### config.mk
export PLATFORM = sky130hd
export DESIGN_NAME = osrx_receiver
export DESIGN_NICKNAME = d
export VERILOG_FILES = /design/src/rtl/osrx_pkg.sv /design/src/rtl/osrx_sync.sv /design/src/rtl/osrx_framer.sv /design/src/rtl/osrx_fifo.sv /design/src/rtl/osrx_receiver.sv
export SDC_FILE = /design/constraint.sdc
export NUM_CORES = 1
export LEC_CHECK = 0
export ABC_AREA = 1
export BUFFER_PORTS_ARGS = -buffer_cell sky130_fd_sc_hd__buf_2
export CAP_MARGIN = 20
export CORE_ASPECT_RATIO = 1.4
export CORE_MARGIN = 2
export CORE_UTILIZATION = 30
export DETAILED_ROUTE_END_ITERATION = 12
export SLEW_MARGIN = 0
export SYNTH_ARGS = -nofsm -noshare
export SYNTH_HDL_FRONTEND = slang
export SYNTH_HIERARCHICAL = 1
export SYNTH_SLANG_ARGS = --single-unit
### constraint.sdc
create_clock -name clk -period 3.5 [get_ports clk]
set_clock_uncertainty 0.1 [all_clocks]
set_input_delay 0.525 -clock clk [delete_from_list [all_inputs] [get_ports clk]]
set_output_delay 0.525 -clock clk [all_outputs]
set_load 0.1 [all_outputs]
### src/rtl/osrx_pkg.sv
package osrx_pkg;
  typedef enum logic [2:0] {
    RX_IDLE,
    RX_SHIFT,
    RX_STOP,
    RX_PUSH,
    RX_HOLD
  } rx_state_e;
endpackage

### src/rtl/osrx_sync.sv
module osrx_sync #(
  parameter int STAGES = 2
) (
  input  logic clk,
  input  logic rst,
  input  logic async_in,
  output logic sync_out
);
  logic [STAGES-1:0] chain;

  generate
    for (genvar g = 0; g < STAGES; g++) begin : g_stage
      if (g == 0) begin : g_first
        always_ff @(posedge clk) begin
          if (rst) chain[0] <= 1'b1;
          else     chain[0] <= async_in;
        end
      end else begin : g_next
        always_ff @(posedge clk) begin
          if (rst) chain[g] <= 1'b1;
          else     chain[g] <= chain[g-1];
        end
      end
    end
  endgenerate

  assign sync_out = chain[STAGES-1];
endmodule

### src/rtl/osrx_framer.sv
module osrx_framer
  import osrx_pkg::*;
#(
  parameter int WORD_W    = 32,
  parameter int DATA_BITS = 8,
  parameter int TICKS     = 8
) (
  input  logic              clk,
  input  logic              rst,
  input  logic              tick_en,
  input  logic              rx_s,
  output logic              push_valid,
  input  logic              push_ready,
  output logic [WORD_W-1:0] push_data,
  output logic              err_pulse
);
  localparam int FIRST = TICKS + TICKS / 2;
  localparam int CNT_W = $clog2(FIRST + 1);
  localparam int BIT_W = $clog2(DATA_BITS + 1);

  rx_state_e         state;
  logic [CNT_W-1:0]  tick_cnt;
  logic [BIT_W-1:0]  bit_cnt;
  logic [WORD_W-1:0] shreg;
  logic              err_q;
  logic              sample_now;

  assign sample_now = tick_en && (tick_cnt == '0);

  always_ff @(posedge clk) begin
    if (rst) begin
      state    <= RX_IDLE;
      tick_cnt <= '0;
      bit_cnt  <= '0;
      shreg    <= '0;
      err_q    <= 1'b0;
    end else begin
      err_q <= 1'b0;
      unique case (state)
        RX_IDLE: begin
          if (tick_en && !rx_s) begin
            tick_cnt <= CNT_W'(FIRST - 1);
            bit_cnt  <= '0;
            shreg    <= '0;
            state    <= RX_SHIFT;
          end
        end
        RX_SHIFT: begin
          if (sample_now) begin
            shreg    <= {rx_s, shreg[WORD_W-1:1]};
            tick_cnt <= CNT_W'(TICKS - 1);
            if (bit_cnt == BIT_W'(DATA_BITS - 1)) state <= RX_STOP;
            else bit_cnt <= bit_cnt + 1'b1;
          end else if (tick_en) begin
            tick_cnt <= tick_cnt - 1'b1;
          end
        end
        RX_STOP: begin
          if (sample_now) begin
            if (rx_s) begin
              state <= RX_PUSH;
            end else begin
              err_q <= 1'b1;
              state <= RX_HOLD;
            end
          end else if (tick_en) begin
            tick_cnt <= tick_cnt - 1'b1;
          end
        end
        RX_PUSH: begin
          if (push_ready) state <= RX_IDLE;
        end
        RX_HOLD: begin
          if (rx_s) state <= RX_IDLE;
        end
        default: state <= RX_IDLE;
      endcase
    end
  end

  assign push_valid = (state == RX_PUSH);
  assign push_data  = shreg;
  assign err_pulse  = err_q;
endmodule

### src/rtl/osrx_fifo.sv
module osrx_fifo #(
  parameter int WIDTH = 32,
  parameter int DEPTH = 8
) (
  input  logic             clk,
  input  logic             rst,
  input  logic             in_valid,
  output logic             in_ready,
  input  logic [WIDTH-1:0] in_data,
  output logic             out_valid,
  input  logic             out_ready,
  output logic [WIDTH-1:0] out_data
);
  localparam int AW = $clog2(DEPTH);

  logic [WIDTH-1:0] mem [DEPTH];
  logic [AW:0]      wr_ptr;
  logic [AW:0]      rd_ptr;
  logic             full;
  logic             empty;
  logic             do_push;
  logic             do_pop;

  assign empty    = (wr_ptr == rd_ptr);
  assign full     = (wr_ptr[AW] != rd_ptr[AW]) && (wr_ptr[AW-1:0] == rd_ptr[AW-1:0]);
  assign in_ready = !full;
  assign do_push  = in_valid && !full;
  assign do_pop   = !empty && out_ready;

  always_ff @(posedge clk) begin
    if (rst) begin
      wr_ptr <= '0;
      rd_ptr <= '0;
    end else begin
      if (do_push) wr_ptr <= wr_ptr + 1'b1;
      if (do_pop)  rd_ptr <= rd_ptr + 1'b1;
    end
  end

  always_ff @(posedge clk) begin
    if (do_push) mem[wr_ptr[AW-1:0]] <= in_data;
  end

  assign out_valid = !empty;
  assign out_data  = mem[rd_ptr[AW-1:0]];
endmodule

### src/rtl/osrx_receiver.sv
module osrx_receiver #(
  parameter int WORD_W     = 32,
  parameter int DATA_BITS  = 8,
  parameter int TICKS      = 8,
  parameter int FIFO_DEPTH = 8,
  parameter int SYNC_STAGES = 2
) (
  input  logic              clk,
  input  logic              rst,
  input  logic              tick_en,
  input  logic              rx_line,
  output logic              out_valid,
  input  logic              out_ready,
  output logic [WORD_W-1:0] out_data,
  output logic              frame_err
);
  logic              rx_s;
  logic              push_valid;
  logic              push_ready;
  logic [WORD_W-1:0] push_data;

  osrx_sync #(.STAGES(SYNC_STAGES)) u_sync (
    .clk      (clk),
    .rst      (rst),
    .async_in (rx_line),
    .sync_out (rx_s)
  );

  osrx_framer #(
    .WORD_W    (WORD_W),
    .DATA_BITS (DATA_BITS),
    .TICKS     (TICKS)
  ) u_framer (
    .clk        (clk),
    .rst        (rst),
    .tick_en    (tick_en),
    .rx_s       (rx_s),
    .push_valid (push_valid),
    .push_ready (push_ready),
    .push_data  (push_data),
    .err_pulse  (frame_err)
  );

  osrx_fifo #(.WIDTH(WORD_W), .DEPTH(FIFO_DEPTH)) u_fifo (
    .clk       (clk),
    .rst       (rst),
    .in_valid  (push_valid),
    .in_ready  (push_ready),
    .in_data   (push_data),
    .out_valid (out_valid),
    .out_ready (out_ready),
    .out_data  (out_data)
  );
endmodule

==> out/results.ini <==
[logic_synthesis]
synth_mux_area_share_pct=0
syn_area_um2=12800
synth.avg_cell_area_um2=10.8
synth-compound-area-share_pct=9.64
ys_seq_elements=313
synthDistinctLibCells=28
yosysWarningCount=6
synthTopCellsByArea=edfxtp_1 60%, dfxtp_1 8.9%, nor2_1 7.0%
synth_nets=1196
synth_top_family_by_area=simple AND/OR/NAND/NOR gates
synth_top_area_share_pct=60.0
yosys.area_share.simple_pct=16.3
synthXorXnorAreaFrac_pct=0.205
synth-seq-area-share_pct=68.9
yosysTopAreaCell=edfxtp_1
netlist_instances=1186
synth_adder_area_share_pct=0.488

[floorplan]
die_w_um=179
die_y_um=249
coreArea_um2=42200
dieArea_um2=44400
io_pins=39
start_util_pct=30.4
rows=89

[sta]
finalCritPeriodShare_pct=90.4
final.setup.tns_ns=0
relSlewSlack_pct=52.4
setup_violations=0
slew_violations=0
tightest_slew_ns=0.712
min_period_ns=3.16
grt_setup_unrepaired=no
final.setup.worst_slack_ns=0.335
max_freq_mhz=316
hold_viol_final=0

[critical_path]
critPathMaxFanout=52
r2r_start=u_framer/state[1]$_SDFFE_PP0P_
r2r_slack_ns=0.89
cp-end-kind=output port
critPathKind=register to output port
startpoint_type=register
cp.required_ns=2.87
rr_worst_depth=5
r2r-end=u_fifo/mem[3][21]$_DFFE_PP_
cp.arrival_ns=2.54

[pwr]
seqPwrFrac_pct=32.8
ir_drop_uv=492
swShare_pct=45.7
power.switching_mw=5.97
p_total_mw=13.1
combPwrFrac_pct=42.2
power.density_nw_per_um2=900
p_int_mw=7.11
clkPwrFrac_pct=25.0
p_leak_nw=5.10

[layout]
nFillCells=4101
final_common_cell=edfxtp_1
final_cell_mix=256 x edfxtp_1, 231 x nor2_1, 205 x nand2_1, 133 x o21ai_0, 64 x o21ai_1
area_delta_synth_final_pct=13.5
drive_gt1_share_pct=10.5
multi_input_area_um2=3470
diodes=0
seq_area_um2=8840
nets=1217

[detailed_routing]
drt-total-wl_um=28300
vias=8514
ant_nets=0
vias_per_cell=4.80
drt_iter0_markers=631
drc=0
drt_first_pass_iters=4
drt-wirelength-per-cell_um=16.0

[global_routing]
grt_overflow=0
grt_pass1_vias=8554
grt.total_usage_pct=12.7
grt_max_degree=65
antenna_found_initial=0
grt_pass1_wl_um=44800

[place]
place_hpwl_um=15900
place_ws_ns=0.891
gp_congestion=0.817
port_buffers=38

[worst_hold_path]
min_from=rx_line
min_path_cells=3
hold_path_class=input pin to register
hold_end=u_sync/chain[0]$_SDFF_PP1_

[clock_network]
numCtsBuffers=28
clockBufferDepth=3
cts_hold_buf=0
cts_tree=yes
clock_sinks=313
cts-root-buf=clkbuf_16
clk_pin_slew_worst_paths_ns=0.06
cts_max_level=1
cts_setup_buffers=0
cts_resized=0
clk_latency_ns=0.54

[flow_run]
cap_violations=0

[status]
status=finished, final reports clean

==> final cells by class <==
type	count	area share, %
Clock buffer	37	5.40
Inverter	38	0.989
Clock inverter	15	1.46
Tap cell	546	4.70
Timing Repair Buffer	60	2.87
Sequential cell	313	60.7
Multi-Input combinational cell	766	23.8
==> power groups by stage <==
stage                     Sequential [mW]  Combinational (mW)  Clock [mW]
after floorplan                      4.22                4.79           0
after global placement               4.37                5.50           0
after detailed placement             4.37                5.56           0
after CTS                            4.29                5.58        3.35
after global routing                 4.32                5.99        3.48
final                                4.29                5.52        3.27
==> logic make-up (layout without fill, tap and decap cells) <==
logic type,count (synthesis),in the layout
AO/OA/AOI/OAI,247,247
XOR/XNOR,3,3
adder cells (fa/ha/maj),5,5
buffers and inverters,107,150
flip-flops,313,313
AND/OR/NAND/NOR,511,511
==> Yosys cell counts, drive strengths merged <==
| master | instances |
|---|---|
| edfxtp | 256 |
| nor2 | 240 |
| nand2 | 212 |
| o21ai | 197 |
| dfxtp | 57 |
| a21oi | 50 |
| buf | 42 |
| inv | 38 |
| nand4 | 33 |
| clkbuf | 27 |
| nand3 | 20 |
| ha | 5 |
| nor3 | 3 |
| xor2 | 3 |
| nand3b | 2 |
| or2 | 1 |
==> worst max path at each step <==
| stage | slack (ns) | endpoint | depth (start not counted) | start |
|---|---|---|---|---|
| floorplan | 0.57 | u_fifo/mem[1][0]$_DFFE_PP_ | 5 | u_framer/state[1]$_SDFFE_PP0P_ |
| detailed placement | 0.89 | out_data[8] | 6 | register |
| CTS | 0.30 | out_data[8] | 6 | register |
| global placement | 0.88 | out_data[4] | 6 | register |
| global route | 0.15 | out_data[31] | 8 | register |
| finish | 0.34 | out_data[8] | 6 | register |
==> through the flow <==
stage                     hold slack [ns]  cells  cell area (µm²)  utilization, %
after global placement              0.296   1723            13500            32.1
after CTS                          0.0278   1775            14500            34.5
after floorplan                     0.287   1186            12800               -
after detailed placement            0.305   1723            13500            32.1
final                              0.0528   1775            14500            34.5
after global routing               0.0564   1775            14500            34.5
==> critical path, cell delays in order (launching register included) <==
cell and delay [ns]:
dfxtp_4 0.70, buf_4 0.39, o21ai_0 0.15, o21ai_1 0.15, nand2_1 0.07, nand2_1 0.09, buf_2 0.42
==> sequential cells by signal, indices dropped and copies added (netlist names), named ones only <==
signal              count
u_fifo/mem            256
u_fifo/wr_ptr           4
u_framer/err_pulse      1
u_sync/chain            1
u_framer/bit_cnt        4
u_sync/sync_out         1
u_framer/tick_cnt       4
u_framer/push_data     32
u_framer/state          3
u_fifo/rd_ptr           4
==> layer usage <==
layer | track usage [%] | vias to the layer above | share of wire (%)
li1 | - | 4138 | -
met1 | 14.6 | 4167 | 40
met2 | 23.6 | 162 | 53
met3 | 1.61 | 47 | 3.7
met4 | 4.67 | 0 | 2.8
met5 | 0 | - | 0
(Power assumes the default switching activity.)
